## config.mk

```make
export PLATFORM = sky130hd
export DESIGN_NAME = imc_top
export DESIGN_NICKNAME = d
export VERILOG_FILES = /design/src/rtl/imc_pkg.sv /design/src/rtl/imc_regs.sv /design/src/rtl/imc_route.sv /design/src/rtl/imc_pil_enc.sv /design/src/rtl/imc_top.sv
export SDC_FILE = /design/constraint.sdc
export NUM_CORES = 1
export LEC_CHECK = 0
export BUFFER_PORTS_ARGS = -buffer_cell sky130_fd_sc_hd__buf_2
export CAP_MARGIN = 10
export CORE_MARGIN = 5
export CORE_UTILIZATION = 50
export DETAILED_ROUTE_END_ITERATION = 16
export PLACE_DENSITY = 0.76
export SLEW_MARGIN = 5
export SYNTH_ARGS = -nofsm -noshare
export SYNTH_HDL_FRONTEND = slang
export SYNTH_SLANG_ARGS = --single-unit
```

## constraint.sdc

```tcl
create_clock -name clk -period 2.5 [get_ports clk]
set_input_delay 0.5 -clock clk [delete_from_list [all_inputs] [get_ports clk]]
set_output_delay 0.5 -clock clk [all_outputs]
set_load 0.01 [all_outputs]
```

## src/rtl/imc_pkg.sv

```systemverilog
package imc_pkg;

    localparam int WORD_W     = 32;
    localparam int PIL_W      = 4;
    localparam int NLVL       = 1 << PIL_W;

    localparam int MASTER_BIT = 31;
    localparam int L14_BIT    = 7;
    localparam int SOFT_LSB   = 16;

    localparam logic [WORD_W-1:0] GLOB_VALID = 32'hF87F_FFFF;
    localparam logic [WORD_W-1:0] PEND_VALID = 32'h787F_FFFF;
    localparam logic [WORD_W-1:0] ERR_BITS   = 32'h7800_0000;
    localparam logic [WORD_W-1:0] CPU_VALID  = 32'hFFFE_0080;
    localparam logic [WORD_W-1:0] CPU_RST    = 32'h0000_0080;

    localparam int A_PEND     = 0;
    localparam int A_MASK     = 1;
    localparam int A_MSET     = 2;
    localparam int A_MCLR     = 3;
    localparam int A_TGT      = 4;
    localparam int CPU_BASE   = 16;
    localparam int CPU_STRIDE = 4;
    localparam int CPU_RD     = 0;
    localparam int CPU_SET    = 1;
    localparam int CPU_CLR    = 2;

    // Level of a bus-leveled line with index n = 0..6
    function automatic logic [PIL_W-1:0] bus_level(input int n);
        if (n == 0) return PIL_W'(2);
        return PIL_W'(2 * n + 1);
    endfunction

    // Level driven by shared line b; 0 means the line drives nothing
    function automatic logic [PIL_W-1:0] src_level(input int b);
        logic [PIL_W-1:0] lv;
        if (b < 7)        lv = bus_level(b);
        else if (b < 14)  lv = bus_level(b - 7);
        else begin
            case (b)
                14, 15:         lv = PIL_W'(12);
                16:             lv = PIL_W'(6);
                17:             lv = PIL_W'(13);
                18:             lv = PIL_W'(4);
                19:             lv = PIL_W'(10);
                20:             lv = PIL_W'(8);
                21:             lv = PIL_W'(9);
                22:             lv = PIL_W'(11);
                27, 28, 29, 30: lv = PIL_W'(15);
                default:        lv = '0;
            endcase
        end
        return lv;
    endfunction

endpackage

```

## src/rtl/imc_regs.sv

```systemverilog
module imc_regs
    import imc_pkg::*;
#(
    parameter int NCPU   = 4,
    parameter int ADDR_W = 8,
    parameter int CPU_W  = 2
) (
    input  logic              clk,
    input  logic              rst_n,
    input  logic              wr_en_i,
    input  logic              rd_en_i,
    input  logic [ADDR_W-1:0] addr_i,
    input  logic [WORD_W-1:0] wdata_i,
    input  logic [WORD_W-1:0] src_i,
    output logic [WORD_W-1:0] mask_q,
    output logic [CPU_W-1:0]  target_q,
    output logic [WORD_W-1:0] cpu_q [NCPU],
    output logic [WORD_W-1:0] rdata_o
);

    localparam int CPU_END = CPU_BASE + NCPU * CPU_STRIDE;

    logic              in_cpu;
    logic [ADDR_W-1:0] cpu_off;
    logic [WORD_W-1:0] rd_mux;
    logic              wr_mset, wr_mclr, wr_tgt;

    assign in_cpu  = (int'(addr_i) >= CPU_BASE) && (int'(addr_i) < CPU_END);
    assign cpu_off = addr_i - ADDR_W'(CPU_BASE);
    assign wr_mset = wr_en_i && (int'(addr_i) == A_MSET);
    assign wr_mclr = wr_en_i && (int'(addr_i) == A_MCLR);
    assign wr_tgt  = wr_en_i && (int'(addr_i) == A_TGT);

    always_ff @(posedge clk) begin
        if (!rst_n) begin
            mask_q <= GLOB_VALID;
        end else if (wr_mset) begin
            mask_q <= mask_q | (wdata_i & GLOB_VALID);
        end else if (wr_mclr) begin
            mask_q <= mask_q & ~(wdata_i & GLOB_VALID);
        end
    end

    always_ff @(posedge clk) begin
        if (!rst_n) begin
            target_q <= '0;
        end else if (wr_tgt) begin
            target_q <= wdata_i[CPU_W-1:0];
        end
    end

    for (genvar c = 0; c < NCPU; c++) begin : g_cpu_word
        logic hit;
        assign hit = in_cpu && (cpu_off[ADDR_W-1:2] == (ADDR_W-2)'(c));

        always_ff @(posedge clk) begin
            if (!rst_n) begin
                cpu_q[c] <= CPU_RST;
            end else if (wr_en_i && hit && (int'(cpu_off[1:0]) == CPU_SET)) begin
                cpu_q[c] <= cpu_q[c] | (wdata_i & CPU_VALID);
            end else if (wr_en_i && hit && (int'(cpu_off[1:0]) == CPU_CLR)) begin
                cpu_q[c] <= cpu_q[c] & ~(wdata_i & CPU_VALID);
            end
        end
    end

    always_comb begin
        rd_mux = '0;
        case (int'(addr_i))
            A_PEND:  rd_mux = src_i & PEND_VALID;
            A_MASK:  rd_mux = mask_q;
            A_TGT:   rd_mux = WORD_W'(target_q);
            default: rd_mux = '0;
        endcase
        for (int c = 0; c < NCPU; c++) begin
            if (in_cpu && (cpu_off[ADDR_W-1:2] == (ADDR_W-2)'(c))
                       && (int'(cpu_off[1:0]) == CPU_RD)) begin
                rd_mux = cpu_q[c];
            end
        end
    end

    always_ff @(posedge clk) begin
        if (!rst_n) begin
            rdata_o <= '0;
        end else if (rd_en_i) begin
            rdata_o <= rd_mux;
        end
    end

endmodule

```

## src/rtl/imc_route.sv

```systemverilog
module imc_route
    import imc_pkg::*;
(
    input  logic [WORD_W-1:0] src_i,
    input  logic [WORD_W-1:0] mask_i,
    input  logic              tgt_hit_i,
    input  logic [15:1]       soft_i,
    input  logic              l14_mask_i,
    input  logic              tmr14_i,
    output logic [NLVL-1:0]   req_o
);

    always_comb begin
        req_o = '0;
        for (int b = 0; b < WORD_W; b++) begin
            if (src_i[b] && !mask_i[b] && !mask_i[MASTER_BIT]
                && (ERR_BITS[b] || tgt_hit_i)) begin
                req_o[src_level(b)] = 1'b1;
            end
        end
        for (int k = 1; k < NLVL; k++) begin
            if (soft_i[k]) req_o[k] = 1'b1;
        end
        if (tmr14_i && !l14_mask_i) req_o[14] = 1'b1;
        req_o[0] = 1'b0;
    end

endmodule

```

## src/rtl/imc_pil_enc.sv

```systemverilog
module imc_pil_enc
    import imc_pkg::*;
(
    input  logic [NLVL-1:0]  req_i,
    output logic [PIL_W-1:0] pil_o
);

    always_comb begin
        pil_o = '0;
        for (int i = 1; i < NLVL; i++) begin
            if (req_i[i]) pil_o = PIL_W'(i);
        end
    end

endmodule

```

## src/rtl/imc_top.sv

```systemverilog
module imc_top
    import imc_pkg::*;
#(
    parameter int NCPU   = 4,
    parameter int ADDR_W = 8
) (
    input  logic                  clk,
    input  logic                  rst_n,
    input  logic                  wr_en_i,
    input  logic                  rd_en_i,
    input  logic [ADDR_W-1:0]     addr_i,
    input  logic [31:0]           wdata_i,
    output logic [31:0]           rdata_o,
    input  logic [31:0]           src_i,
    input  logic [NCPU-1:0]       tmr14_i,
    output logic [NCPU*4-1:0]     pil_o
);

    localparam int CPU_W = (NCPU > 1) ? $clog2(NCPU) : 1;

    logic [WORD_W-1:0] mask_q;
    logic [CPU_W-1:0]  target_q;
    logic [WORD_W-1:0] cpu_q [NCPU];

    imc_regs #(
        .NCPU   (NCPU),
        .ADDR_W (ADDR_W),
        .CPU_W  (CPU_W)
    ) u_regs (
        .clk      (clk),
        .rst_n    (rst_n),
        .wr_en_i  (wr_en_i),
        .rd_en_i  (rd_en_i),
        .addr_i   (addr_i),
        .wdata_i  (wdata_i),
        .src_i    (src_i),
        .mask_q   (mask_q),
        .target_q (target_q),
        .cpu_q    (cpu_q),
        .rdata_o  (rdata_o)
    );

    for (genvar c = 0; c < NCPU; c++) begin : g_cpu
        logic [NLVL-1:0] req;

        imc_route u_route (
            .src_i      (src_i),
            .mask_i     (mask_q),
            .tgt_hit_i  (target_q == CPU_W'(c)),
            .soft_i     (cpu_q[c][SOFT_LSB+15:SOFT_LSB+1]),
            .l14_mask_i (cpu_q[c][L14_BIT]),
            .tmr14_i    (tmr14_i[c]),
            .req_o      (req)
        );

        imc_pil_enc u_enc (
            .req_i (req),
            .pil_o (pil_o[c*PIL_W +: PIL_W])
        );
    end

endmodule

```

==> impl_metrics.py, run 1 <==
metrics = {
    "run_status": {
        "status": "finished with violations",
        "violations": "negative setup slack",
    },
    "power": {
        "combPwrFrac_pct": 6.8,
        "powerDensity_nw_per_um2": 506,
        "power.switching_mw": 1.19,
        "vdd_drop_max_mv": 0.550,
        "power.internal_mw": 3.76,
        "power_frac_seq_pct": 40.9,
        "leakagePower_nw": 4.16,
        "p_clk_share_pct": 52.3,
        "totalPowerFinal_mw": 4.95,
        "switching_share_pct": 24.1,
    },
    "worst_setup_path": {
        "worst_path_max_delay_cell": "or4_4",
        "cp.buffers_inverters": 1,
        "cpPeakStageDelay_ns": 0.58,
        "cp-start-kind": "register",
        "critPathCaptureType": "output port",
        "critical_path_class": "reg2out",
        "crit_arrival_ns": 2.29,
        "path_delay_family": "compound AO/OA/AOI/OAI gates",
        "path_max_fanout": 4,
        "crit_top_cell": "o21ai_0",
        "crit_chain": "nor2b_1 > or4_4 > a211oi_1 > o21ai_0 > a21oi_1 > o21ai_0 > buf_2",
        "worstPathRequired_ns": 2.00,
    },
    "die": {
        "die_w_um": 129,
        "die_height_um": 129,
        "pin_count": 128,
        "rows": 43,
        "coreArea_sq_um": 13900,
        "die-area_sq_um": 16600,
        "initial_core_util_pct": 50.9,
    },
    "synthesis": {
        "synthMostInstantiatedCell": "nand2_1",
        "synthArstFlopShare_pct": 0,
        "syn_avg_cell_area_sq_um": 7.85,
        "syn_nets": 979,
        "syn_inst": 899,
        "yosys.area.top_type_share_pct": 35.7,
        "ys_seq_area_share_pct": 35.7,
        "synthFlopType": "dfxtp_1",
        "ys_seq_elements": 126,
        "synth_top_area_cell": "dfxtp_1",
        "netlist_top_cells_count": "128 x nand2_1, 126 x dfxtp_1, 73 x nor2b_1",
        "synth_edf_count": 0,
        "yosysWarnings": 0,
        "syn-cell-area_sq_um": 7060,
        "synthTopCellsByArea": "dfxtp_1 36%, a22oi_1 7.7%, nand2_1 6.8%",
        "synth_cell_type_count": 58,
    },
    "sta": {
        "finalCritPeriodShare_pct": 111,
        "finClkSkew_ns": 0.00928,
        "relSlewSlack_pct": 61.3,
        "finalSetupViolations": 13,
        "slew_violations": 0,
        "tightestPinTransition_ns": 0.580,
        "hold_slack_ns": 0.369,
        "finalHoldViolations": 0,
        "fmax_mhz": 359,
        "period_minus_slack_ns": 2.79,
        "worst_slack_ns": -0.286,
        "rsz0062_at_grt": "yes",
    },
    "final_layout": {
        "ff_latch_area_sq_um": 2550,
        "fillers": 1110,
        "diodes": 0,
        "area_delta_synth_final_pct": 38.5,
        "multi_input_area_sq_um": 4670,
        "layout.nets": 1169,
        "drive_above_1_share_pct": 33.8,
    },
    "routing": {
        "wl_um": 29000,
        "ant_nets": 0,
        "route.vias.total": 8095,
        "first_pass_iters": 6,
        "routedWlPerCell_um": 22.6,
        "dr.first_iter.drc_count": 1161,
        "avgViaCountPerCell": 6.31,
        "remaining_drc_errors": 0,
    },
    "grt": {
        "grt_pass1_vias": 7381,
        "grt_max_degree": 75,
        "grt_pass1_wl_um": 43500,
        "grt_overflow": 0,
        "antenna_found_initial": 0,
        "grt.total_usage_pct": 34.7,
    },
    "min_path": {
        "hp-class": "in2reg",
    },
    "cts": {
        "cts-root-buf": "clkbuf_16",
        "cts_tree": "yes",
        "clk_pin_slew_ns": 0.06,
        "hold_buffers": 0,
        "ctsHtreeMaxLevel": 4,
        "cts_buffer_depth": 2,
        "cts_sinks": 126,
        "insertion_delay_ns": 0.42,
        "cts_buffers": 17,
    },
    "place": {
        "io_buffers": 122,
        "gp_congestion": 1.05,
        "dpl.hpwl_um": 21600,
    },
    "flow_run": {
        "drv_cap": 0,
    },
}
cell families (layout without fill, tap and decap cells):
family | Yosys count | in the layout | share of synthesized area [%]
AO/OA/AOI/OAI | 318 | 318 | 30.3
XOR/XNOR | 1 | 1 | 0.124
buffers and inverters | 94 | 297 | 5.30
flip-flops | 126 | 126 | 35.7
multiplexers | 24 | 24 | 3.40
AND/OR/NAND/NOR | 336 | 336 | 25.2
stage by stage:
| step | cell area, sq um | worst slack, ns | setup TNS [ns] | cells | util [%] |
|---|---|---|---|---|---|
| 6_report | 9780 | -0.286 | -1.81 | 1282 | 70.5 |
| 4_1_cts | 9600 | -0.297 | -2.14 | 1281 | 69.2 |
| 2_1_floorplan | 7070 | 0.0523 | 0 | 899 | - |
| 3_3_place_gp | 8510 | -0.294 | -3.04 | 1245 | 61.3 |
| 3_5_place_dp | 8510 | -0.339 | -3.33 | 1245 | 61.3 |
| 5_1_grt | 9780 | -0.365 | -2.95 | 1282 | 70.5 |
metal layers:
metal | vias to the layer above | GRT usage (%) | wire length [um]
li1 | 3685 | - | -
met1 | 3762 | 49.9 | 12200
met2 | 563 | 49.6 | 12400
met3 | 85 | 8.63 | 3420
met4 | 0 | 14.3 | 1030
met5 | - | 0 | 0
worst register-to-register path, stage by stage, from the launching register on:
cell and delay (ns):
dfxtp_1 0.52, nand2b_1 0.09, a2111oi_0 0.49, a31oi_1 0.09, nor3_1 0.21, a21oi_1 0.12
a21oi_1 0.17
repair_timing:
item | CTS | global route
buffers inserted | 4 | 3
pin swaps | 13 | 16
gates resized for setup | 110 | 41
setup endpoints to repair | 16 | 16
worst paths after layout:
kind	from	end	slack [ns]	cells after the start
hold reg to reg	u_regs.rdata_o[23]$_SDFFE_PN0P_	u_regs.rdata_o[23]$_SDFFE_PN0P_	0.46	2
setup reg to reg	register	u_regs.rdata_o[31]$_SDFFE_PN0P_	0.74	6
setup / recovery	register	pil_o[9]	-0.29	7
hold / removal	wdata_i[6]	register	0.37	3
cell type report:
type                            count  area share, %
Multi-Input combinational cell    679           47.7
Sequential cell                   126           26.1
Timing Repair Buffer              238           16.5
Clock buffer                       18           4.49
Tap cell                          180           2.30
Clock inverter                     14           1.84
Inverter                           27           1.04
power groups by stage:
stage,clock network (mW),registers [mW],logic [mW]
final,2.59,2.03,0.335
after global routing,2.71,2.03,0.359
after CTS,2.62,2.03,0.327
after detailed placement,0,2.07,0.317
after global placement,0,2.07,0.317
after floorplan,0,2.08,0.161
placed cells by master, fill, tap and decap left out, types with 14 or more instances in the layout:
cell type,netlist,routed
mux2i_1,24,24
a21oi_1,60,50
buf_6,1,14
buf_2,11,119
clkbuf_16,0,17
o21ai_0,49,40
buf_4,0,99
and2_1,14,14
nor2b_1,73,68
inv_1,27,27
nand3_1,15,14
o22ai_1,24,22
a22oi_1,72,72
nand2b_1,25,15
nand2_1,128,125
and3_1,19,18
dfxtp_1,126,113
o211ai_1,19,19
nor2_1,25,19
No activity file was read; power rests on OpenSTA's default activity.
==> run 2, diff against run 1 <==
--- a/config.mk
+++ b/config.mk
@@ -8,9 +8,10 @@
 export BUFFER_PORTS_ARGS = -buffer_cell sky130_fd_sc_hd__buf_2
 export CAP_MARGIN = 10
 export CORE_MARGIN = 5
-export CORE_UTILIZATION = 50
+export CORE_UTILIZATION = 48
 export DETAILED_ROUTE_END_ITERATION = 16
-export PLACE_DENSITY = 0.76
+export GPL_ROUTABILITY_DRIVEN = 0
+export PLACE_DENSITY = 0.73
 export SLEW_MARGIN = 5
 export SYNTH_ARGS = -nofsm -noshare
 export SYNTH_HDL_FRONTEND = slang
==> impl_metrics.py, run 2 (synthesis gave the netlist of run 1 again) <==
metrics = {
    "run_status": {
        "status": "finished with violations",
        "violations": "negative setup slack",
    },
    "final_layout": {
        "fin_cells": 1267,
        "final_common_cell": "nand2_1",
        "layout_common_cells": "125 x nand2_1, 122 x buf_2, 114 x dfxtp_1, 87 x buf_4, 72 x a22oi_1",
        "layout.nets": 1150,
        "final_util_pct": 65.4,
        "drive_above_1_share_pct": 31.2,
        "fillers": 1199,
        "diodes": 0,
        "post-route-cell-area_sq_um": 9460,
        "area_delta_synth_final_pct": 34.1,
    },
    "power": {
        "power.switching_mw": 1.13,
        "powerDensity_nw_per_um2": 509,
        "switching_share_pct": 23.5,
        "power_frac_seq_pct": 42.1,
        "leakagePower_nw": 4.04,
        "p_clk_share_pct": 51.0,
        "vdd_drop_max_mv": 0.711,
        "power.internal_mw": 3.69,
        "combPwrFrac_pct": 6.9,
    },
    "grt": {
        "grt.total_usage_pct": 31.1,
        "grt_overflow": 0,
        "grt_pass1_wl_um": 42300,
        "grt_pass1_vias": 7237,
        "antenna_found_initial": 0,
        "grt_max_degree": 70,
    },
    "sta": {
        "finalCritPeriodShare_pct": 113,
        "finalHoldViolations": 0,
        "slew_violations": 0,
        "rsz0062_at_grt": "yes",
        "tightestPinTransition_ns": 0.581,
        "fmax_mhz": 354,
        "finalSetupViolations": 14,
        "finClkSkew_ns": 0.00970,
        "relSlewSlack_pct": 61.3,
        "hold_slack_ns": 0.365,
        "period_minus_slack_ns": 2.83,
        "worst_slack_ns": -0.325,
    },
    "worst_setup_path": {
        "crit_arrival_ns": 2.33,
        "crit_chain": "nor2b_4 > nor2_1 > o311ai_0 > a21oi_1 > a2111oi_1 > o21ai_1 > buf_2",
        "worst_path_max_delay_cell": "a2111oi_1",
        "critical_path_class": "reg2out",
        "cp-start-kind": "register",
        "worstPathRequired_ns": 2.00,
        "cpPeakStageDelay_ns": 0.51,
        "path_max_fanout": 3,
        "critPathCaptureType": "output port",
        "rr_worst_depth": 6,
    },
    "min_path": {
        "hp-class": "in2reg",
        "hold_path_depth": 3,
    },
    "routing": {
        "avgViaCountPerCell": 6.32,
        "ant_nets": 0,
        "routedWlPerCell_um": 22.2,
        "remaining_drc_errors": 0,
        "dr.first_iter.drc_count": 1181,
        "wl_um": 28100,
        "route.vias.total": 8010,
        "first_pass_iters": 6,
    },
    "place": {
        "dpl.hpwl_um": 19900,
        "io_buffers": 122,
        "dp_cells": 1226,
        "place_area_sq_um": 8330,
        "preCtsSetupSlack_ns": -0.370,
    },
    "die": {
        "rows": 44,
        "coreArea_sq_um": 14500,
        "initial_core_util_pct": 48.8,
        "die_w_um": 131,
        "die-area_sq_um": 17200,
        "die_height_um": 131,
        "pin_count": 128,
    },
    "cts": {
        "insertion_delay_ns": 0.42,
        "cts_buffers": 17,
        "clk_pin_slew_ns": 0.06,
        "cts_tree": "yes",
        "cts_sinks": 126,
        "cts-root-buf": "clkbuf_16",
        "cts_buffer_depth": 2,
        "ctsHtreeMaxLevel": 4,
    },
    "flow_run": {
        "drv_cap": 0,
    },
}
==> run 2: cell count changes in the layout (fill, tap and decap cells not counted), moves of 4 or more <==
| cell | delta |
|---|---|
| o21ai_0 | -4 |
| buf_6 | -9 |
| a21oi_1 | +5 |
| o21ai_1 | +7 |
| buf_4 | -12 |
==> run 2: critical path, delay by kind of cell (launching register included) <==
kind / cells / cell delay, ns
AND/OR/NAND/NOR: 2 / 0.31
flip-flops: 1 / 0.34
buffers and inverters: 1 / 0.16
AO/OA/AOI/OAI: 4 / 1.10
==> run 2: repair_timing <==
| action | 4_1_cts | 5_1_grt |
|---|---|---|
| hold buffers | 0 | 0 |
| setup buffers | 6 | 4 |
| endpoints found under the setup margin | 16 | 16 |
| cloned | 0 | 0 |
| resized for setup | 93 | 31 |
| pin swaps | 22 | 15 |
==> run 2: power groups by stage <==
stage / combinational (mW) / sequential (mW) / clock [mW]
finish: 0.335 / 2.03 / 2.46
global route: 0.356 / 2.03 / 2.57
global placement: 0.315 / 2.07 / 0
floorplan: 0.161 / 2.08 / 0
detailed placement: 0.317 / 2.07 / 0
CTS: 0.327 / 2.03 / 2.48
==> run 2: routing by layer <==
layer | track usage [%] | wire length (um) | vias up
li1 | - | - | 3628
met4 | 15.9 | 1700 | 0
met3 | 9.14 | 3550 | 132
met5 | 0 | 0 | -
met2 | 43.2 | 11400 | 599
met1 | 43.4 | 11400 | 3651
==> run 2: cell type report <==
class,instances,area (sq um),area share (%)
Clock inverter,10,113,1.19
Multi-Input combinational cell,679,4580,48.4
Clock buffer,22,474,5.01
Tap cell,184,230,2.43
Sequential cell,126,2550,26.9
Inverter,27,101,1.07
Timing Repair Buffer,219,1420,15.0
==> run 2: path summary, 6_finish.rpt <==
kind | slack [ns] | end | startpoint
setup reg to reg | 0.77 | u_regs.rdata_o[31]$_SDFFE_PN0P_ | register
setup / recovery | -0.33 | pil_o[4] | register
hold reg to reg | 0.46 | u_regs.rdata_o[25]$_SDFFE_PN0P_ | u_regs.rdata_o[25]$_SDFFE_PN0P_
hold / removal | 0.36 | u_regs.target_q[1]$_SDFFE_PN0P_ | wdata_i[1]
==> run 2: stage by stage <==
stage / TNS [ns] / total power, mW
after global placement: -2.73 / 2.39
final: -2.59 / 4.82
after detailed placement: -2.77 / 2.39
after CTS: -2.18 / 4.83
after floorplan: 0 / 2.24
after global routing: -3.53 / 4.96
==> run 3, diff against run 2 <==
--- a/config.mk
+++ b/config.mk
@@ -9,9 +9,11 @@
 export CAP_MARGIN = 10
 export CORE_MARGIN = 5
 export CORE_UTILIZATION = 48
+export CTS_CLUSTER_DIAMETER = 40
 export DETAILED_ROUTE_END_ITERATION = 16
 export GPL_ROUTABILITY_DRIVEN = 0
 export PLACE_DENSITY = 0.73
+export RECOVER_POWER = 25
 export SLEW_MARGIN = 5
 export SYNTH_ARGS = -nofsm -noshare
 export SYNTH_HDL_FRONTEND = slang
==> impl_metrics.py, run 3 (synthesis gave the netlist of run 1 again) <==
metrics = {
    "power": {
        "vdd_drop_max_mv": 0.715,
        "totalPowerFinal_mw": 4.82,
        "powerDensity_nw_per_um2": 513,
        "leakagePower_nw": 3.89,
    },
    "final_layout": {
        "diodes": 0,
        "fillers": 1229,
        "final_util_pct": 64.9,
        "drive_above_1_share_pct": 27.9,
        "fin_cells": 1267,
        "area_delta_synth_final_pct": 33.1,
        "layout_common_cells": "125 x nand2_1, 114 x dfxtp_1, 90 x buf_2, 85 x buf_4, 72 x a22oi_1",
        "layout.nets": 1150,
        "post-route-cell-area_sq_um": 9400,
        "final_common_cell": "nand2_1",
    },
    "worst_setup_path": {
        "crit_arrival_ns": 2.36,
        "path_max_fanout": 3,
        "cp.buffers_inverters": 1,
        "worst_path_max_delay_cell": "a2111oi_1",
        "critPathCaptureType": "output port",
        "rr_worst_depth": 6,
        "cpPeakStageDelay_ns": 0.51,
        "critical_path_class": "reg2out",
        "endpoint": "pil_o[4]",
        "r2r_slack_ns": 0.82,
        "path_delay_family": "compound AO/OA/AOI/OAI gates",
        "cp-start-kind": "register",
        "worstPathRequired_ns": 2.00,
        "timing.rr.end": "u_regs.rdata_o[31]$_SDFFE_PN0P_",
        "crit_cells": 7,
        "crit_chain": "nor2b_4 > nor2_1 > o311ai_0 > a21oi_1 > a2111oi_1 > o21ai_1 > buf_2",
    },
    "cts": {
        "ctsHtreeMaxLevel": 4,
        "cts-root-buf": "clkbuf_16",
        "cts_sinks": 126,
        "insertion_delay_ns": 0.43,
        "cts_tree": "yes",
        "cts_buffers": 17,
        "clk_pin_slew_ns": 0.06,
        "cts_buffer_depth": 2,
        "hold_buffers": 0,
    },
    "place": {
        "dp_cells": 1226,
        "io_buffers": 122,
        "dpl.hpwl_um": 19900,
        "preCtsSetupSlack_ns": -0.370,
        "place_area_sq_um": 8330,
    },
    "run_status": {
        "violations": "negative setup slack",
        "status": "finished with violations",
    },
    "sta": {
        "fmax_mhz": 350,
        "period_minus_slack_ns": 2.86,
        "slew_violations": 0,
        "fin_tns_setup_ns": -2.62,
        "relSlewSlack_pct": 33.1,
        "finalCritPeriodShare_pct": 114,
        "finalHoldViolations": 0,
        "finClkSkew_ns": 0.00783,
        "finalSetupViolations": 15,
        "rsz0062_at_grt": "yes",
        "tightestPinTransition_ns": 0.989,
        "worst_slack_ns": -0.356,
        "hold_slack_ns": 0.359,
    },
    "min_path": {
        "hp-class": "in2reg",
    },
    "grt": {
        "grt_max_degree": 70,
        "antenna_found_initial": 0,
        "grt_pass1_vias": 7237,
        "grt_pass1_wl_um": 42300,
        "grt.total_usage_pct": 31.1,
        "grt_overflow": 0,
    },
    "routing": {
        "ant_nets": 0,
        "wl_um": 28100,
        "remaining_drc_errors": 0,
        "dr.first_iter.drc_count": 1318,
        "first_pass_iters": 6,
        "routedWlPerCell_um": 22.2,
        "avgViaCountPerCell": 6.33,
        "route.vias.total": 8021,
    },
    "die": {
        "die_height_um": 131,
        "initial_core_util_pct": 48.8,
        "pin_count": 128,
        "die-area_sq_um": 17200,
        "coreArea_sq_um": 14500,
        "die_w_um": 131,
        "rows": 44,
    },
    "flow_run": {
        "drv_cap": 0,
    },
}
==> run 3: changes by cell type in the layout (fill, tap and decap cells not counted) <==
| cell | change |
|---|---|
| clkbuf_1 | +34 |
| buf_2 | -32 |
| nor4b_1 | +1 |
| or4_1 | +1 |
| or4_4 | -1 |
| nor4b_4 | -1 |
| buf_4 | -2 |
==> run 3: cell type report <==
type / instances / area [sq um] / share of cell area [%]
timing repair buffer: 219 / 1370 / 14.6
clock buffer: 22 / 474 / 5.05
sequential: 126 / 2550 / 27.1
tap: 184 / 230 / 2.45
multi-input combinational: 679 / 4560 / 48.6
inverter: 27 / 101 / 1.08
clock inverter: 10 / 113 / 1.20
==> run 3: how the worst min path moves through the flow <==
| stage | endpoint | cells past startpoint | start |
|---|---|---|---|
| after detailed placement | u_regs.rdata_o[25]$_SDFFE_PN0P_ | 2 | u_regs.rdata_o[25]$_SDFFE_PN0P_ |
| after global routing | register | 3 | wdata_i[9] |
| final | u_regs.target_q[1]$_SDFFE_PN0P_ | 3 | wdata_i[1] |
| after global placement | u_regs.rdata_o[26]$_SDFFE_PN0P_ | 2 | u_regs.rdata_o[26]$_SDFFE_PN0P_ |
| after floorplan | register | 2 | register |
| after CTS | u_regs.target_q[0]$_SDFFE_PN0P_ | 3 | wdata_i[0] |
==> run 3: power by group <==
part	total (mW)	internal [mW]	switching, mW
registers	2.03	2.02	0.00933
clock network	2.46	1.54	0.923
logic	0.328	0.123	0.206
total	4.82	3.68	1.14
==> run 3: repair_timing <==
action,4_1_cts,5_1_grt
hold endpoints to repair,0,0
buffers inserted,6,4
pin swaps,22,15
resized for setup,93,31
endpoints found under the setup margin,16,16
==> run 3: worst register-to-register path, delay by kind of cell (launching register included) <==
kind	cells	cell delay [ns]
and+or+nand+nor	2	0.35
AOI/OAI and AO/OA	4	0.74
DFF	1	0.52
==> run 3: layer usage <==
layer	share of wire [%]	wire length, um	track usage (%)	vias up
li1	-	-	-	3631
met1	41	11400	43.4	3628
met2	41	11500	43.2	635
met3	13	3580	9.14	127
met4	5.8	1640	15.9	0
met5	0	0	0	-
